$ cat config.mk
export PLATFORM = sky130hd
export DESIGN_NAME = tqa_msg_acceptor
export DESIGN_NICKNAME = d
export VERILOG_FILES = /design/src/rtl/tqa_pkg.sv /design/src/rtl/tqa_fifo.sv /design/src/rtl/tqa_seq.sv /design/src/rtl/tqa_msg_acceptor.sv
export SDC_FILE = /design/constraint.sdc
export NUM_CORES = 1
export LEC_CHECK = 0
export BUFFER_PORTS_ARGS = -buffer_cell sky130_fd_sc_hd__buf_2
export CORE_MARGIN = 2
export CORE_UTILIZATION = 63
export CTS_CLUSTER_SIZE = 40
export DETAILED_ROUTE_END_ITERATION = 12
export PLACE_DENSITY = 0.83
export SLEW_MARGIN = 20
export SYNTH_ARGS = -nofsm -noshare
export SYNTH_HDL_FRONTEND = slang
export SYNTH_SLANG_ARGS = --single-unit
$ cat constraint.sdc
create_clock -name clk -period 5.98 [get_ports clk]
set_input_delay 0.299 -clock clk [delete_from_list [all_inputs] [get_ports clk]]
set_output_delay 0.299 -clock clk [all_outputs]
set_load 0.05 [all_outputs]
$ cat src/rtl/tqa_pkg.sv
package tqa_pkg;

   typedef enum logic [1:0] {
      S_IDLE  = 2'd0,
      S_REQ   = 2'd1,
      S_ACKLO = 2'd2,
      S_END   = 2'd3
   } seq_state_t;

   typedef enum logic [1:0] {
      ST_NONE   = 2'b00,
      ST_DONE   = 2'b01,
      ST_BADTAG = 2'b10,
      ST_ABORT  = 2'b11
   } stat_code_t;

   localparam logic [7:0] TAG_CODE_LO = 8'h20;
   localparam logic [7:0] TAG_CODE_HI = 8'h22;

   function automatic logic tag_code_ok(input logic [7:0] b);
      return (b >= TAG_CODE_LO) && (b <= TAG_CODE_HI);
   endfunction

endpackage

$ cat src/rtl/tqa_fifo.sv
module tqa_fifo #(
   parameter int DATA_W = 8,
   parameter int DEPTH  = 8,
   localparam int AW    = $clog2(DEPTH),
   localparam int CW    = $clog2(DEPTH + 1)
) (
   input  logic              clk,
   input  logic              rst_n,
   input  logic              push_i,
   input  logic [DATA_W-1:0] din_i,
   input  logic              pop_i,
   output logic [DATA_W-1:0] dout_o,
   output logic              empty_o,
   output logic [CW-1:0]     count_o
);

   if (DEPTH < 3 || (DEPTH & (DEPTH - 1)) != 0) begin : g_depth_bad
      $error("tqa_fifo: DEPTH must be a power of two and at least 3");
   end

   logic [DATA_W-1:0] mem [DEPTH];
   logic [AW-1:0]     wr_ptr_q, rd_ptr_q;
   logic [CW-1:0]     count_q;
   logic              wr_en, rd_en;

   assign wr_en = push_i && (count_q != CW'(DEPTH));
   assign rd_en = pop_i && (count_q != '0);

   for (genvar i = 0; i < DEPTH; i++) begin : g_entry
      always_ff @(posedge clk) begin
         if (wr_en && (wr_ptr_q == AW'(i))) mem[i] <= din_i;
      end
   end

   always_ff @(posedge clk or negedge rst_n) begin
      if (!rst_n) begin
         wr_ptr_q <= '0;
         rd_ptr_q <= '0;
         count_q  <= '0;
      end else begin
         if (wr_en) wr_ptr_q <= wr_ptr_q + 1'b1;
         if (rd_en) rd_ptr_q <= rd_ptr_q + 1'b1;
         case ({wr_en, rd_en})
            2'b10:   count_q <= count_q + 1'b1;
            2'b01:   count_q <= count_q - 1'b1;
            default: count_q <= count_q;
         endcase
      end
   end

   assign dout_o  = mem[rd_ptr_q];
   assign empty_o = (count_q == '0);
   assign count_o = count_q;

endmodule

$ cat src/rtl/tqa_seq.sv
module tqa_seq
   import tqa_pkg::*;
#(
   parameter int DATA_W = 8
) (
   input  logic              clk,
   input  logic              rst_n,
   input  logic              start_i,
   input  logic              feat_a_i,
   input  logic              feat_b_i,
   input  logic              atn_i,
   input  logic              ack_i,
   input  logic [DATA_W-1:0] data_i,
   input  logic              irq_clr_i,
   output logic              req_o,
   output logic              msg_phase_o,
   output logic              cmd_phase_o,
   output logic              irq_o,
   output logic [1:0]        irq_code_o,
   output logic [DATA_W-1:0] tag_o,
   output logic              push_o
);

   seq_state_t        state_q;
   logic [1:0]        idx_q;
   logic              atn_q, feat_q, ok_q, irq_q;
   stat_code_t        code_q;
   logic [DATA_W-1:0] tag_q;

   always_ff @(posedge clk or negedge rst_n) begin
      if (!rst_n) begin
         state_q <= S_IDLE;
         idx_q   <= '0;
         atn_q   <= 1'b0;
         feat_q  <= 1'b0;
         ok_q    <= 1'b0;
         irq_q   <= 1'b0;
         code_q  <= ST_NONE;
         tag_q   <= '0;
      end else begin
         case (state_q)
            S_IDLE, S_END: begin
               if (start_i) begin
                  state_q <= S_REQ;
                  idx_q   <= 2'd0;
                  feat_q  <= feat_a_i | feat_b_i;
                  ok_q    <= 1'b0;
                  irq_q   <= 1'b0;
                  code_q  <= ST_NONE;
               end else if (irq_clr_i) begin
                  irq_q  <= 1'b0;
                  code_q <= ST_NONE;
               end
            end
            S_REQ: begin
               if (ack_i) begin
                  state_q <= S_ACKLO;
                  if (idx_q == 2'd0) atn_q <= atn_i;
                  if (idx_q == 2'd2) tag_q <= data_i;
                  if (idx_q == 2'd1 && !tag_code_ok(data_i)) begin
                     state_q <= S_END;
                     irq_q   <= 1'b1;
                     code_q  <= ST_BADTAG;
                  end
               end
            end
            S_ACKLO: begin
               if (!ack_i) begin
                  if (idx_q == 2'd0 && atn_q && feat_q) begin
                     state_q <= S_REQ;
                     idx_q   <= 2'd1;
                  end else if (idx_q == 2'd1) begin
                     state_q <= S_REQ;
                     idx_q   <= 2'd2;
                  end else if (idx_q == 2'd0 && atn_q) begin
                     state_q <= S_END;
                     irq_q   <= 1'b1;
                     code_q  <= ST_ABORT;
                  end else begin
                     state_q <= S_END;
                     irq_q   <= 1'b1;
                     code_q  <= ST_DONE;
                     ok_q    <= 1'b1;
                  end
               end
            end
            default: state_q <= S_IDLE;
         endcase
      end
   end

   always_comb begin
      push_o = (state_q == S_REQ) && ack_i &&
               ((idx_q != 2'd1) || tag_code_ok(data_i));
   end

   assign req_o       = (state_q == S_REQ);
   assign msg_phase_o = (state_q == S_REQ) || (state_q == S_ACKLO);
   assign cmd_phase_o = (state_q == S_END) && ok_q;
   assign irq_o       = irq_q;
   assign irq_code_o  = code_q;
   assign tag_o       = tag_q;

endmodule

$ cat src/rtl/tqa_msg_acceptor.sv
module tqa_msg_acceptor #(
   parameter int DATA_W     = 8,
   parameter int FIFO_DEPTH = 8,
   localparam int CNT_W     = $clog2(FIFO_DEPTH + 1)
) (
   input  logic              clk,
   input  logic              rst_n,
   input  logic              sel_atn_start,
   input  logic              cfg_scsi2_en,
   input  logic              cfg_qtag_en,
   input  logic              atn_in,
   input  logic              init_ack,
   input  logic [DATA_W-1:0] init_data,
   output logic              req_out,
   output logic              msg_out_phase,
   output logic              cmd_phase,
   output logic              irq,
   output logic [1:0]        irq_code,
   input  logic              irq_clr,
   output logic [DATA_W-1:0] tag_value,
   input  logic              fifo_pop,
   output logic [DATA_W-1:0] fifo_data,
   output logic              fifo_empty,
   output logic [CNT_W-1:0]  fifo_count
);

   if (DATA_W != 8) begin : g_width_bad
      $error("tqa_msg_acceptor: message bytes must be 8 bits wide");
   end

   logic push;

   tqa_seq #(.DATA_W(DATA_W)) u_seq (
      .clk         (clk),
      .rst_n       (rst_n),
      .start_i     (sel_atn_start),
      .feat_a_i    (cfg_scsi2_en),
      .feat_b_i    (cfg_qtag_en),
      .atn_i       (atn_in),
      .ack_i       (init_ack),
      .data_i      (init_data),
      .irq_clr_i   (irq_clr),
      .req_o       (req_out),
      .msg_phase_o (msg_out_phase),
      .cmd_phase_o (cmd_phase),
      .irq_o       (irq),
      .irq_code_o  (irq_code),
      .tag_o       (tag_value),
      .push_o      (push)
   );

   tqa_fifo #(.DATA_W(DATA_W), .DEPTH(FIFO_DEPTH)) u_fifo (
      .clk     (clk),
      .rst_n   (rst_n),
      .push_i  (push),
      .din_i   (init_data),
      .pop_i   (fifo_pop),
      .dout_o  (fifo_data),
      .empty_o (fifo_empty),
      .count_o (fifo_count)
   );

endmodule

=== After elaboration in Yosys (flattened, before gate mapping) ===
Memory sizes are Yosys's and may differ from the RTL's.
Index checks and enable logic that the tools add are counted.

* Eq/ne operators: 25
* Add/sub/neg operators: 4
* Bitwise gates (word level): 1
* Reductions and logical operators: 42
* Magnitude comparators: 2
* Mux-type cells: 73

{| class="wikitable"
|+ Operators by type and width
! kind !! count
|-
| $mux W8 || 7
|-
| $reduce_or A8 Y1 || 7
|-
| $mux W1 || 36
|-
| $mux W2 || 17
|-
| $mux W3 || 7
|-
| $logic_and A1 B1 Y1 || 17
|-
| $eq A3 B3 Y1 const B || 4
|-
| $ne A2 B2 Y1 const B || 6
|-
| $pmux W2 S3 || 2
|-
| $reduce_and A6 Y1 || 2
|-
| $reduce_and A3 Y1 || 3
|-
| $eq A2 B2 Y1 const B || 4
|-
| $ge A8 B6 Y1 const B || 1
|-
| $le A8 B6 Y1 const B || 1
|-
| $pmux W4 S2 || 1
|-
| $add A3 B1 Y3 const B || 2
|-
| $eq A2 B1 Y1 const B || 3
|-
| $eq A3 B2 Y1 const B || 2
|-
| $add A4 B1 Y4 const B || 1
|-
| $logic_not A2 Y1 || 2
|-
| $logic_not A4 Y1 || 1
|-
| $ne A2 B1 Y1 const B || 2
|-
| $ne A4 B4 Y1 const B || 1
|-
| $pmux W2 S2 || 1
|-
| other kinds (15) || 17
|}

* Word-level logic and storage cells: 159
* Input bits: 17
* Register bits after elaboration: 28
* Bits in writable memories: 64
* Memories kept: 1

{| class="wikitable"
|+ Memories
! memory !! depth !! width !! read ports !! clocked after memory_dff !! wr ports !! RTL line !! RTL
|-
| u_fifo.mem || 8 || 8 || 1 || 0 || 1 || tqa_fifo.sv:21 || <nowiki>logic [DATA_W-1:0] mem [DEPTH];</nowiki>
|}

=== Logic depth before layout (Yosys ltp) ===
Gate-level depths: netlist (run 1).

* Word-level depth: 16
* Gate-level depth with buffers: 12
* Mapped depth without buffers: 11

=== Cells and area by module ===
A second synthesis (run 1) with hierarchy kept.

* Cells, all modules: 253
* Area total of the unflattened synthesis: 4131.5 µm²

{| class="wikitable"
|+ Modules (own cells, without submodules)
! module !! cells each !! area each (µm²) !! seq. area each (µm²) !! times used
|-
| tqa_fifo || 165 || 3194.3 || 2172.1 || 1
|-
| tqa_seq || 88 || 937.1 || 450.4 || 1
|}

=== Worst setup path before layout (run 1) ===
OpenSTA, ideal clock, no wires.

* Kind: register -> register
* From: reg u_fifo.count_q[0], in the netlist u_fifo.count_o[0]
* To: reg u_fifo.count_q[3], in the netlist u_fifo.count_o[3]
* Library setup time: 150 ps
* Setup slack: 2116 ps
* Data arrival time: 3714 ps
* Clock period less this slack: 3864 ps
* Stages on the path, launching flop included: 10
* Cell sequence: dfrtp_1 nor4_1 nand2b_1 inv_1 ha_1 ha_1 inv_1 nor4_1 nand4b_1 o311ai_0

* Cells in the longest elaborated chain, start to end: 4
* Elaborated cells on any way between the ends: 10
* Classes of those cells: add/sub (2); eq/ne (3); mux (1); reduce/logical (4)

{| class="wikitable"
|+ Ends and longest elaborated chain
! element !! RTL line !! RTL
|-
| from (decl) || tqa_fifo.sv:23 || <nowiki>logic [CW-1:0] count_q;</nowiki>
|-
| from (signal assigned) || tqa_fifo.sv:44 || <nowiki>2'b10: count_q <= count_q + 1'b1;</nowiki>
|-
| from (signal assigned) || tqa_fifo.sv:45 || <nowiki>2'b01: count_q <= count_q - 1'b1;</nowiki>
|-
| from (signal assigned) || tqa_fifo.sv:46 || <nowiki>default: count_q <= count_q;</nowiki>
|-
| $reduce_bool A4 Y1 (*) || tqa_fifo.sv:27 || <nowiki>assign rd_en = pop_i && (count_q != '0);</nowiki>
|-
| $logic_and A1 B1 Y1 (*) || tqa_fifo.sv:27 ||
|-
| net u_fifo.rd_en || tqa_fifo.sv:24 || <nowiki>logic wr_en, rd_en;</nowiki>
|-
| $eq A2 B1 Y1 / $eq A2 B2 Y1 (equally long branches) || tqa_fifo.sv:43 || <nowiki>case ({wr_en, rd_en})</nowiki>
|-
| $pmux W4 S2 / $reduce_bool A2 Y1 (equally long branches) || -- ||
|}

The timed path passes the listed nets; every way through them passes the cells marked *.
A chain may end at the register's enable or synchronous reset.

=== Final worst setup path (run 1) ===
* From: reg u_seq.state_q[1]
* To: reg u_fifo.count_q[3], in the netlist u_fifo.count_o[3]

* Cells in the longest elaborated chain, start to end: 6
* Elaborated cells on any way between the ends: 8
* Classes of those cells: eq/ne (3); mux (1); reduce/logical (4)

{| class="wikitable"
|+ Ends and longest elaborated chain
! element !! RTL line !! RTL
|-
| from (decl) || tqa_seq.sv:24 || <nowiki>seq_state_t state_q;</nowiki>
|-
| from (signal assigned) || tqa_seq.sv:32 || <nowiki>state_q <= S_IDLE;</nowiki>
|-
| from (signal assigned) || tqa_seq.sv:44 || <nowiki>state_q <= S_REQ;</nowiki>
|-
| from (signal assigned) || tqa_seq.sv:57 || <nowiki>state_q <= S_ACKLO;</nowiki>
|-
| $eq A2 B1 Y1 (*) || tqa_seq.sv:93 || <nowiki>push_o = (state_q == S_REQ) && ack_i &&</nowiki>
|-
| $logic_and A1 B1 Y1 (*) (2 in a row) || tqa_seq.sv:93 ||
|-
| $logic_and A1 B1 Y1 (*) || tqa_fifo.sv:26 || <nowiki>assign wr_en = push_i && (count_q != CW'(DEPTH));</nowiki>
|-
| $eq A2 B1 Y1 / $eq A2 B2 Y1 (equally long branches) || tqa_fifo.sv:43 ||
|-
| $pmux W4 S2 / $reduce_bool A2 Y1 (equally long branches) || -- ||
|}

Every way passes the cells marked *; elsewhere a longest branch is shown, timed or not.

==> metrics.md, run 1 <==
| Metric | Value |
|---|---|
| Max_cap viols | 0 |
| Share of layout cells above drive strength 1 | 0.320 |
| Commonest non-fill, non-tap cell in the layout | edfxtp_1 |
| Mean Syn Cell Area | 16.3 um2 |
| RSZ-0062 raised after global routing | false |
| # rows | 29 |
| GR Util met2 | 0.375 |
| Via count | 2241 |
| Area of placed instances | 0.00433 mm2 |
| Slew Viols, Final | 0 |
| Switching share of total power | 0.419 |
| Worst path bufs/invs | 2 |
| Commonest cells after routing, fill and taps aside | edfxtp_1, buf_2, dfrtp_1 |
| Syn Nets | 282 |
| Fin. Hold Viols | 0 |
| CP startpoint kind | flip-flop |
| Synth area leaders | edfxtp_1, dfrtp_1, mux4_2, mux2_2, ha_1 |
| Register share of total power | 0.399 |
| CTS clk-pin slew, worst paths | 0.08 ns |
| Grt met3 use | 0.0383 |
| Die area | 0.00713 mm2 |
| DP Wirelength | 4970 um |
| Cell Count, Final, Fillers Out | 377 |
| Tmin final | 2.99 ns |
| Routed vias/inst | 5.94 |
| Drt pass-1 iters | 5 |
| CTS Buffer Depth | 2 |
| CP max FO | 11 |
| DR WL/cell | 19.5 um |
| IO Count | 44 |
| Post-Route Setup TNS | 0 ns |
| Critical path depth | 10 |
| CP dominant cell by count | ha_1 |
| Total CTS buffers | 9 |
| Hold Crit Class | input pin to flip-flop |
| Global-route wire length before repair | 11900 um |
| R2R cell count | 10 |
| Post-synth EDFFs | 64 |
| NumNets Final | 327 |
| Int Pwr | 1.37 mW |
| Sw Pwr | 987 uW |
| Hold Path Stages | 2 |
| Logic pwr share | 0.424 |
| CTS tree | done |
| Die Ht | 84.5 um |
| DRC errors left | 0 |
| Mapped cell area | 0.00408 mm2 |
| Worst IR Drop VDD | 0.000376 V |
| Placer Congestion | 0.885 |
| CTS sink cnt | 92 |
| Clock skew | 0.0106 ns |
| Period utilization | 0.500 |
| Most used routing layer | met2 |
| CP max stage delay | 0.59 ns |
| Sequential-to-total area share from yosys stat | 0.643 |
| Iter 0 DRT Violations | 158 |
| CP required | 6.21 ns |
| Pleak | 1.81 nW |
| Layout area overhead | 11.3% |
| PwrDens | 519 mW/mm2 |
| Max_slew headroom | 0.503 |
| Yosys cell types | 48 |
| CP cell instances | inv_1 > ha_1 > nand2_1 > a211oi_2 > inv_4 > ha_1 > ha_1 > a21oi_1 > o21ai_0 > o311ai_0 |
| Total wire length | 7340 um |
| Met1 usage | 0.305 |
| Final global-route overflow total | 0 |
| Clock Power Share | 0.177 |
| Hold WS | 0.146 ns |
| # port buffers | 43 |
| Final design area excluding fillers | 0.00454 mm2 |
| Setup crit end kind | flip-flop |
| Worst-skew pair later-pin latency | 0.35 ns |
| Synth area leader | edfxtp_1 |
| Yosys reg bits | 92 |
| Final setup viols | 0 |
| Starting Density | 0.646 |
| Outcome | finished, final reports clean |
| Critical path class | flip-flop to flip-flop |
| Placed cell count | 360 |
| GRT Resource Usage Total | 0.225 |
| CP top delay family | compound AO/OA/AOI/OAI gates |
| Post-synth ARST share | 0.304 |
| Yosys top cell area share | 0.471 |
| Ys flop type | edfxtp_1 |
| H-tree levels | 3 |
| Number of global-route vias before repair | 2309 |
| Largest net degree at the start of global routing | 29 |
| Arrival @ worst endpoint | 3.22 ns |
| Maximum clock frequency | 335 MHz |
| Ys Warns | 0 |
| Worst path slowest cell | a211oi_2 |
| Clock root cell | clkbuf_8 |
| Die width | 84.5 um |
| Cells after synthesis | 250 |
| Tightest Pin Transition | 0.745 ns |
| Initial antenna violation count | 0 |
| Core Area | 0.00631 mm2 |
| N_diodes | 0 |
| Post-route ant nets | 0 |
| Cts repair resizes | 0 |
per-layer routing:
layer | vias to the layer above | routed length, um
met5 | - | 0
met4 | 0 | 44
met3 | 4 | 389
met2 | 67 | 3770
met1 | 1123 | 3140
li1 | 1047 | -
worst reg2reg max path, delay by kind of cell (launching register included):
family / cells / cell delay [ns]
buffers and inverters: 2 / 0.14
AND/OR/NAND/NOR: 1 / 0.16
adder cells (fa/ha/maj): 3 / 0.90
AO/OA/AOI/OAI: 4 / 1.27
flip-flops: 1 / 0.41
sequential cells by signal, summed over array words and instances, names as in the netlist:
name	cells
u_seq.feat_q	1
u_fifo.count_o	4
u_fifo.wr_ptr_q	3
u_seq.irq_o	1
u_seq.idx_q	2
u_seq.state_q	2
u_seq.ok_q	1
u_seq.irq_code_o	2
u_seq.atn_q	1
u_seq.tag_o	8
u_fifo.mem	64
u_fifo.rd_ptr_q	3
layout make-up:
| cell class | instances | area, um2 |
|---|---|---|
| timing repair buffer | 44 | 225 |
| clock buffer | 10 | 138 |
| sequential | 92 | 2620 |
| fill | 423 | 1780 |
| multi-input combinational | 132 | 1330 |
| tap | 77 | 96.3 |
| inverter | 16 | 62.6 |
| clock inverter | 6 | 62.6 |
per-stage QoR:
step | setup WS [ns] | utilization | total power [mW]
3_5_place_dp | 3.01 | 0.685 | 1.96
3_3_place_gp | 3.13 | 0.685 | 1.93
2_1_floorplan | 2.12 | - | 1.75
6_report | 2.99 | 0.719 | 2.35
4_1_cts | 3.04 | 0.718 | 2.37
5_1_grt | 2.73 | 0.719 | 2.49
power groups by stage:
stage,registers [mW],clock network (mW),logic [mW]
2_1_floorplan,0.988,0,0.759
3_3_place_gp,0.947,0,0.980
3_5_place_dp,0.956,0,1.00
4_1_cts,0.942,0.420,1.01
5_1_grt,0.960,0.443,1.08
6_report,0.940,0.417,0.998
final timing paths:
path,slack (ns),endpoint,from
worst max-delay path,2.99,u_fifo.count_o[3],u_seq.state_q[1]
worst min-delay path,0.15,u_seq.feat_q,sel_atn_start
worst max register to register,2.99,u_fifo.count_o[3],u_seq.state_q[1]
worst min register to register,0.50,u_seq.tag_o[2],u_seq.tag_o[2]
max in group asynchronous,5.03,u_fifo.rd_ptr_q[0],rst_n
min in group asynchronous,0.50,u_fifo.rd_ptr_q[2],rst_n
Yosys cell counts, types with 5 or more instances:
| library cell | count |
|---|---|
| nand2_1 | 11 |
| dfrtp_1 | 28 |
| mux4_2 | 12 |
| and3_1 | 7 |
| ha_1 | 14 |
| mux2_2 | 19 |
| o21ai_0 | 7 |
| edfxtp_1 | 64 |
| nand2b_1 | 5 |
| inv_1 | 15 |
kinds of logic after synthesis:
group                    after synthesis  share of synthesized area
XOR/XNOR                               5                     0.0107
AO/OA/AOI/OAI                         29                     0.0534
multiplexers                          36                      0.147
buffers and inverters                 26                     0.0310
flip-flops                            92                      0.643
adder cells (fa/ha/maj)               15                     0.0479
AND/OR/NAND/NOR                       47                     0.0669
timing repair:
item,in CTS,in global routing
setup buffers,0,0
hold buffers,1,0
hold endpoints to repair,28,0
(Power assumes the default switching activity.)
==> run 2: changes to the inputs <==
--- a/config.mk
+++ b/config.mk
@@ -7,10 +7,10 @@
 export LEC_CHECK = 0
 export BUFFER_PORTS_ARGS = -buffer_cell sky130_fd_sc_hd__buf_2
 export CORE_MARGIN = 2
-export CORE_UTILIZATION = 63
+export CORE_UTILIZATION = 52
 export CTS_CLUSTER_SIZE = 40
 export DETAILED_ROUTE_END_ITERATION = 12
-export PLACE_DENSITY = 0.83
+export PLACE_DENSITY = 0.73
 export SLEW_MARGIN = 20
 export SYNTH_ARGS = -nofsm -noshare
 export SYNTH_HDL_FRONTEND = slang
==> constraint.sdc (replaced) <==
create_clock -name clk -period 2.6 [get_ports clk]
set_input_delay 0.13 -clock clk [delete_from_list [all_inputs] [get_ports clk]]
set_output_delay 0.13 -clock clk [all_outputs]
set_load 0.05 [all_outputs]
==> metrics.md, run 2 (same netlist as run 1, synthesis figures left out) <==
| Metric | Value |
|---|---|
| Setup crit end | u_fifo.count_o[3] |
| Critical path class | flip-flop to flip-flop |
| Drt pass-1 iters | 6 (+1) |
| CP required | 2.84 ns (-3.37 ns) |
| CP startpoint kind | flip-flop |
| Max reg flops | 64 (unchanged) |
| Final Util | 0.610 (-0.109) |
| DRC errors left | 0 (unchanged) |
| Number of global-route vias before repair | 2320 (+0.48%) |
| RSZ-0062 raised after global routing | false |
| CP max FO | 8 (-3) |
| Initial antenna violation count | 0 (unchanged) |
| Core Area | 0.00765 mm2 (+21%) |
| Cell Count, Final, Fillers Out | 408 (+8.2%) |
| Worst-skew pair later-pin latency | 0.36 ns (about the same) |
| DP Wirelength | 5020 um (+0.95%) |
| Commonest non-fill, non-tap cell in the layout | edfxtp_1 |
| Clock root cell | clkbuf_8 |
| Hold Crit Class | input pin to flip-flop |
| Fillers | 591 (+40%) |
| Worst R2R Setup Slack | 0.19 ns (-2.80 ns) |
| Tmin final | 2.41 ns (-0.580 ns) |
| CTS tree | done |
| Die Ht | 92.6 um (+9.6%) |
| R2R cell count | 11 (+1) |
| CTS Buffer Depth | 2 (unchanged) |
| Share of layout cells above drive strength 1 | 0.356 (+0.0362) |
| N_diodes | 0 (unchanged) |
| Die area | 0.00857 mm2 (+20%) |
| Maximum clock frequency | 415 MHz (+24%) |
| Reg with most FFs | u_fifo.mem |
| Layout area overhead | 14.4% |
| CTS sink cnt | 92 (unchanged) |
| RR Endpoint | u_fifo.count_o[3] |
| # port buffers | 43 (unchanged) |
| Total CTS buffers | 9 (unchanged) |
| GRT Resource Usage Total | 0.193 (-0.0313) |
| DP Worst Slack | 0.198 ns (-2.81 ns) |
| Iter 0 DRT Violations | 124 (-22%) |
| # rows | 32 (+10%) |
| Area of placed instances | 0.00444 mm2 (+2.7%) |
| Clock skew | 0.00933 ns (-0.00128 ns) |
| Setup crit end kind | flip-flop |
| H-tree levels | 3 (unchanged) |
| Slew Viols, Final | 0 (unchanged) |
| Routed vias/inst | 5.57 (-6.2%) |
| Setup WS post-layout | 0.192 ns (-2.80 ns) |
| Max_slew headroom | 0.573 (+0.0696) |
| Total wire length | 7450 um (+1.4%) |
| Final design area excluding fillers | 0.00466 mm2 (+2.8%) |
| Placed cell count | 389 (+8.1%) |
| CP startpoint | u_seq.state_q[1] |
| Tightest Pin Transition | 0.641 ns (-0.104 ns) |
| Largest net degree at the start of global routing | 29 (unchanged) |
| Arrival @ worst endpoint | 2.65 ns (-0.57 ns) |
| IO Count | 44 (unchanged) |
| Post-Route Setup TNS | 0 ns (unchanged) |
| CTS clk-pin slew, worst paths | 0.10 ns (+0.02 ns) |
| Pleak | 1.83 nW (+1.1%) |
| Placer Congestion | 0.887 (+0.21%) |
| Period utilization | 0.926 (+0.426) |
| Final global-route overflow total | 0 (unchanged) |
| Die width | 92.6 um (+9.6%) |
| Outcome | finished, final reports clean |
| DR WL/cell | 18.2 um (-6.3%) |
| RR Startpoint | u_seq.state_q[1] |
| Final setup viols | 0 (unchanged) |
| Max_cap viols | 0 (unchanged) |
| Setup Fix Bufs, Post-CTS | 0 (unchanged) |
| PwrDens | 1170 mW/mm2 (+130%) |
| Post-route ant nets | 0 (unchanged) |
| Global-route wire length before repair | 12200 um (+2.5%) |
| Starting Density | 0.533 (-0.113) |
| Commonest cells after routing, fill and taps aside | edfxtp_1, buf_2, dfrtp_1 |
| NumNets Final | 333 (+1.8%) |
| Via count | 2274 (+1.5%) |
| Worst IR Drop VDD | 0.000712 V (+89%) |
| Fin. Hold Viols | 0 (unchanged) |
[run 2: worst max-delay path, stage by stage (launching register included)]
cell      delay, ns
dfrtp_1        0.42
inv_1          0.09
ha_2           0.25
nand2_1        0.15
a211oi_4       0.26
inv_4          0.07
ha_4           0.20
ha_4           0.27
inv_1          0.05
nor4_1         0.28
nand4b_1       0.16
o311ai_1       0.09
[run 2: cell type report]
type	instances	area, um2	area share
inverters	16	62.6	0.0134
flip-flops and latches	92	2630	0.563
clock inverters	7	58.8	0.0126
clock buffers	9	124	0.0266
well taps	102	128	0.0274
repair buffers	50	275	0.0590
multi-input cells	132	1390	0.298
[run 2: worst min-delay path by stage]
stage,endpoint,slack [ns],from,cells after the start
finish,u_fifo.rd_ptr_q[0],0.04,fifo_pop,3
detailed placement,u_fifo.count_o[1],0.20,rst_n,1
floorplan,u_fifo.count_o[0],-0.17,rst_n,0
CTS,u_fifo.rd_ptr_q[0],0.03,fifo_pop,3
global route,u_fifo.rd_ptr_q[0],0.03,fifo_pop,3
global placement,u_fifo.count_o[1],0.19,rst_n,1
[run 2: report_power, final]
part | total (mW) | internal (mW) | switching (mW)
Clock | 0.887 | 0.364 | 0.523
Combinational | 2.51 | 0.920 | 1.59
Sequential | 2.08 | 1.84 | 0.235
Total | 5.48 | 3.13 | 2.35
[run 2: repair_timing]
item                                    4_1_cts  5_1_grt
resized for setup                             0        1
endpoints found under the setup margin        0        1
hold endpoints to repair                     30        0
hold buffers                                  3        0
[run 2: layer usage]
metal	global-route usage	vias up	share of wire
met1	0.270	1157	0.44
li1	-	1053	-
met3	0.0407	10	0.051
met4	0.0634	0	0.013
met2	0.308	54	0.50
met5	0	-	0
[run 2: stage by stage]
stage,hold slack (ns),total power [mW]
global placement,0.190,4.58
finish,0.0434,5.48
floorplan,-0.166,4.10
detailed placement,0.196,4.63
global route,0.0348,5.81
CTS,0.0319,5.52
==> run 3: changes to the inputs <==
--- a/config.mk
+++ b/config.mk
@@ -10,6 +10,7 @@
 export CORE_UTILIZATION = 52
 export CTS_CLUSTER_SIZE = 40
 export DETAILED_ROUTE_END_ITERATION = 12
+export MAX_ROUTING_LAYER = met4
 export PLACE_DENSITY = 0.73
 export SLEW_MARGIN = 20
 export SYNTH_ARGS = -nofsm -noshare
==> metrics.md, run 3 (same netlist as run 1, synthesis figures left out) <==
| Metric | Value |
|---|---|
| Outcome | finished, final reports clean |
| Max reg flops | 64 (unchanged) |
| Total wire length | 7490 um (+0.63%) |
| Final global-route overflow total | 0 (unchanged) |
| Arrival @ worst endpoint | 2.64 ns (about the same) |
| Setup crit end kind | flip-flop |
| Slew Viols, Final | 0 (unchanged) |
| CTS clk-pin slew, worst paths | 0.10 ns (about the same) |
| Via count | 2264 (-0.44%) |
| Placed cell count | 389 (unchanged) |
| Total CTS buffers | 9 (unchanged) |
| Post-Route Setup TNS | 0 ns (unchanged) |
| DRC errors left | 0 (unchanged) |
| # port buffers | 43 (unchanged) |
| Final design area excluding fillers | 0.00466 mm2 (unchanged) |
| Max_cap viols | 0 (unchanged) |
| RSZ-0062 raised after global routing | false |
| Reg with most FFs | u_fifo.mem |
| Cell Count, Final, Fillers Out | 408 (unchanged) |
| DP Wirelength | 5020 um (unchanged) |
| Number of global-route vias before repair | 2325 (+0.22%) |
| # rows | 32 (unchanged) |
| N_diodes | 0 (unchanged) |
| NumNets Final | 333 (unchanged) |
| Clock skew | 0.00940 ns (+0.0000748 ns) |
| Max_slew headroom | 0.574 (+0.00136) |
| Critical path class | flip-flop to flip-flop |
| Sw Pwr | 2.35 mW (about the same) |
| DR WL/cell | 18.4 um (+0.63%) |
| Period utilization | 0.925 (about the same) |
| IO Count | 44 (unchanged) |
| Int Pwr | 3.13 mW (about the same) |
| PwrDens | 1170 mW/mm2 (about the same) |
| Routed vias/inst | 5.55 (-0.44%) |
| Area of placed instances | 0.00444 mm2 (unchanged) |
| Post-route ant nets | 0 (unchanged) |
| Die Ht | 92.6 um (unchanged) |
| CTS Buffer Depth | 2 (unchanged) |
| Worst IR Drop VDD | 0.000712 V (about the same) |
| Final setup viols | 0 (unchanged) |
| Global-route wire length before repair | 12200 um (about the same) |
| Maximum clock frequency | 416 MHz (about the same) |
| Tightest Pin Transition | 0.639 ns (-0.00204 ns) |
| Initial antenna violation count | 0 (unchanged) |
| Hold WS | 0.0448 ns (+0.00134 ns) |
| Placer Congestion | 0.902 (+1.7%) |
| Largest net degree at the start of global routing | 29 (unchanged) |
| Die area | 0.00857 mm2 (unchanged) |
| Worst-skew pair later-pin latency | 0.35 ns (about the same) |
| Layout area overhead | 14.4% (unchanged) |
| Switching share of total power | 0.429 (about the same) |
| Register share of total power | 0.379 (about the same) |
| CP max FO | 8 (unchanged) |
| Fin. Hold Viols | 0 (unchanged) |
| CP required | 2.84 ns (about the same) |
| GRT Resource Usage Total | 0.199 (+0.00536) |
| Iter 0 DRT Violations | 120 (-3.2%) |
| Clock Power Share | 0.162 (about the same) |
| Setup Fix Bufs, Post-CTS | 0 (unchanged) |
| Die width | 92.6 um (unchanged) |
| Clock root cell | clkbuf_8 |
| CP startpoint kind | flip-flop |
| Hold Crit Class | input pin to flip-flop |
| Commonest cells after routing, fill and taps aside | edfxtp_1, buf_2, dfrtp_1 |
| CTS sink cnt | 92 (unchanged) |
| Drt pass-1 iters | 6 (unchanged) |
| Logic pwr share | 0.459 (about the same) |
| CTS tree | done |
| Tmin final | 2.41 ns (-0.00165 ns) |
| Starting Density | 0.533 (unchanged) |
| DP Worst Slack | 0.198 ns (unchanged) |
| Core Area | 0.00765 mm2 (unchanged) |
| Commonest non-fill, non-tap cell in the layout | edfxtp_1 |
| H-tree levels | 3 (unchanged) |
| Setup WS post-layout | 0.194 ns (+0.00165 ns) |
| Pleak | 1.83 nW (unchanged) |
| Share of layout cells above drive strength 1 | 0.356 (unchanged) |
-- run 3: cell counts in the layout (fill, tap and decap cells not counted) --
Identical to the previous run, type by type.
-- run 3: worst max-delay path: stages, from the launching register on --
cell and delay [ns]:
dfrtp_1 0.42, inv_1 0.09, ha_2 0.25, nand2_1 0.15, a211oi_4 0.26, inv_4 0.07, ha_4 0.20, ha_4 0.27
inv_1 0.05, nor4_1 0.28, nand4b_1 0.16, o311ai_1 0.09
-- run 3: power by group through the flow --
stage	combinational (mW)	clock (mW)	sequential, mW
2_1_floorplan	1.80	0	2.30
3_5_place_dp	2.52	0	2.11
5_1_grt	2.72	0.975	2.11
3_3_place_gp	2.48	0	2.10
4_1_cts	2.53	0.912	2.08
6_report	2.51	0.888	2.08
-- run 3: what timing repair did --
action,CTS,global route
resized for setup,0,1
hold endpoints to repair,30,0
hold buffers,3,0
endpoints found under the setup margin,0,1
-- run 3: layout make-up --
class                           instances  area [um2]
Clock buffer                            9         124
Clock inverter                          7        58.8
Fill cell                             591        2980
Inverter                               16        62.6
Multi-Input combinational cell        132        1390
Sequential cell                        92        2630
Tap cell                              102         128
Timing Repair Buffer                   50         275
-- run 3: metal layers --
metal | GRT usage | share of wire | vias up
met3 | 0.0456 | 0.050 | 7
met2 | 0.308 | 0.50 | 54
li1 | - | - | 1052
met4 | 0.0560 | 0.011 | 0
met5 | - | 0 | -
met1 | 0.269 | 0.44 | 1151
-- run 3: worst paths after layout --
kind | to | slack (ns) | depth (start not counted) | startpoint
max | u_fifo.count_o[3] | 0.19 | 11 | u_seq.state_q[1]
min | u_fifo.rd_ptr_q[0] | 0.04 | 3 | fifo_pop
max reg2reg | u_fifo.count_o[3] | 0.19 | 11 | u_seq.state_q[1]
min reg2reg | u_fifo.rd_ptr_q[0] | 0.48 | 1 | u_fifo.rd_ptr_q[0]
max in group asynchronous | u_fifo.count_o[3] | 1.83 | 2 | rst_n
min in group asynchronous | u_seq.atn_q | 0.32 | 2 | rst_n
-- run 3: per-stage QoR --
step / utilization / power [mW]
finish: 0.610 / 5.48
global route: 0.610 / 5.81
CTS: 0.609 / 5.52
detailed placement: 0.581 / 4.63
global placement: 0.581 / 4.58
floorplan: - / 4.10
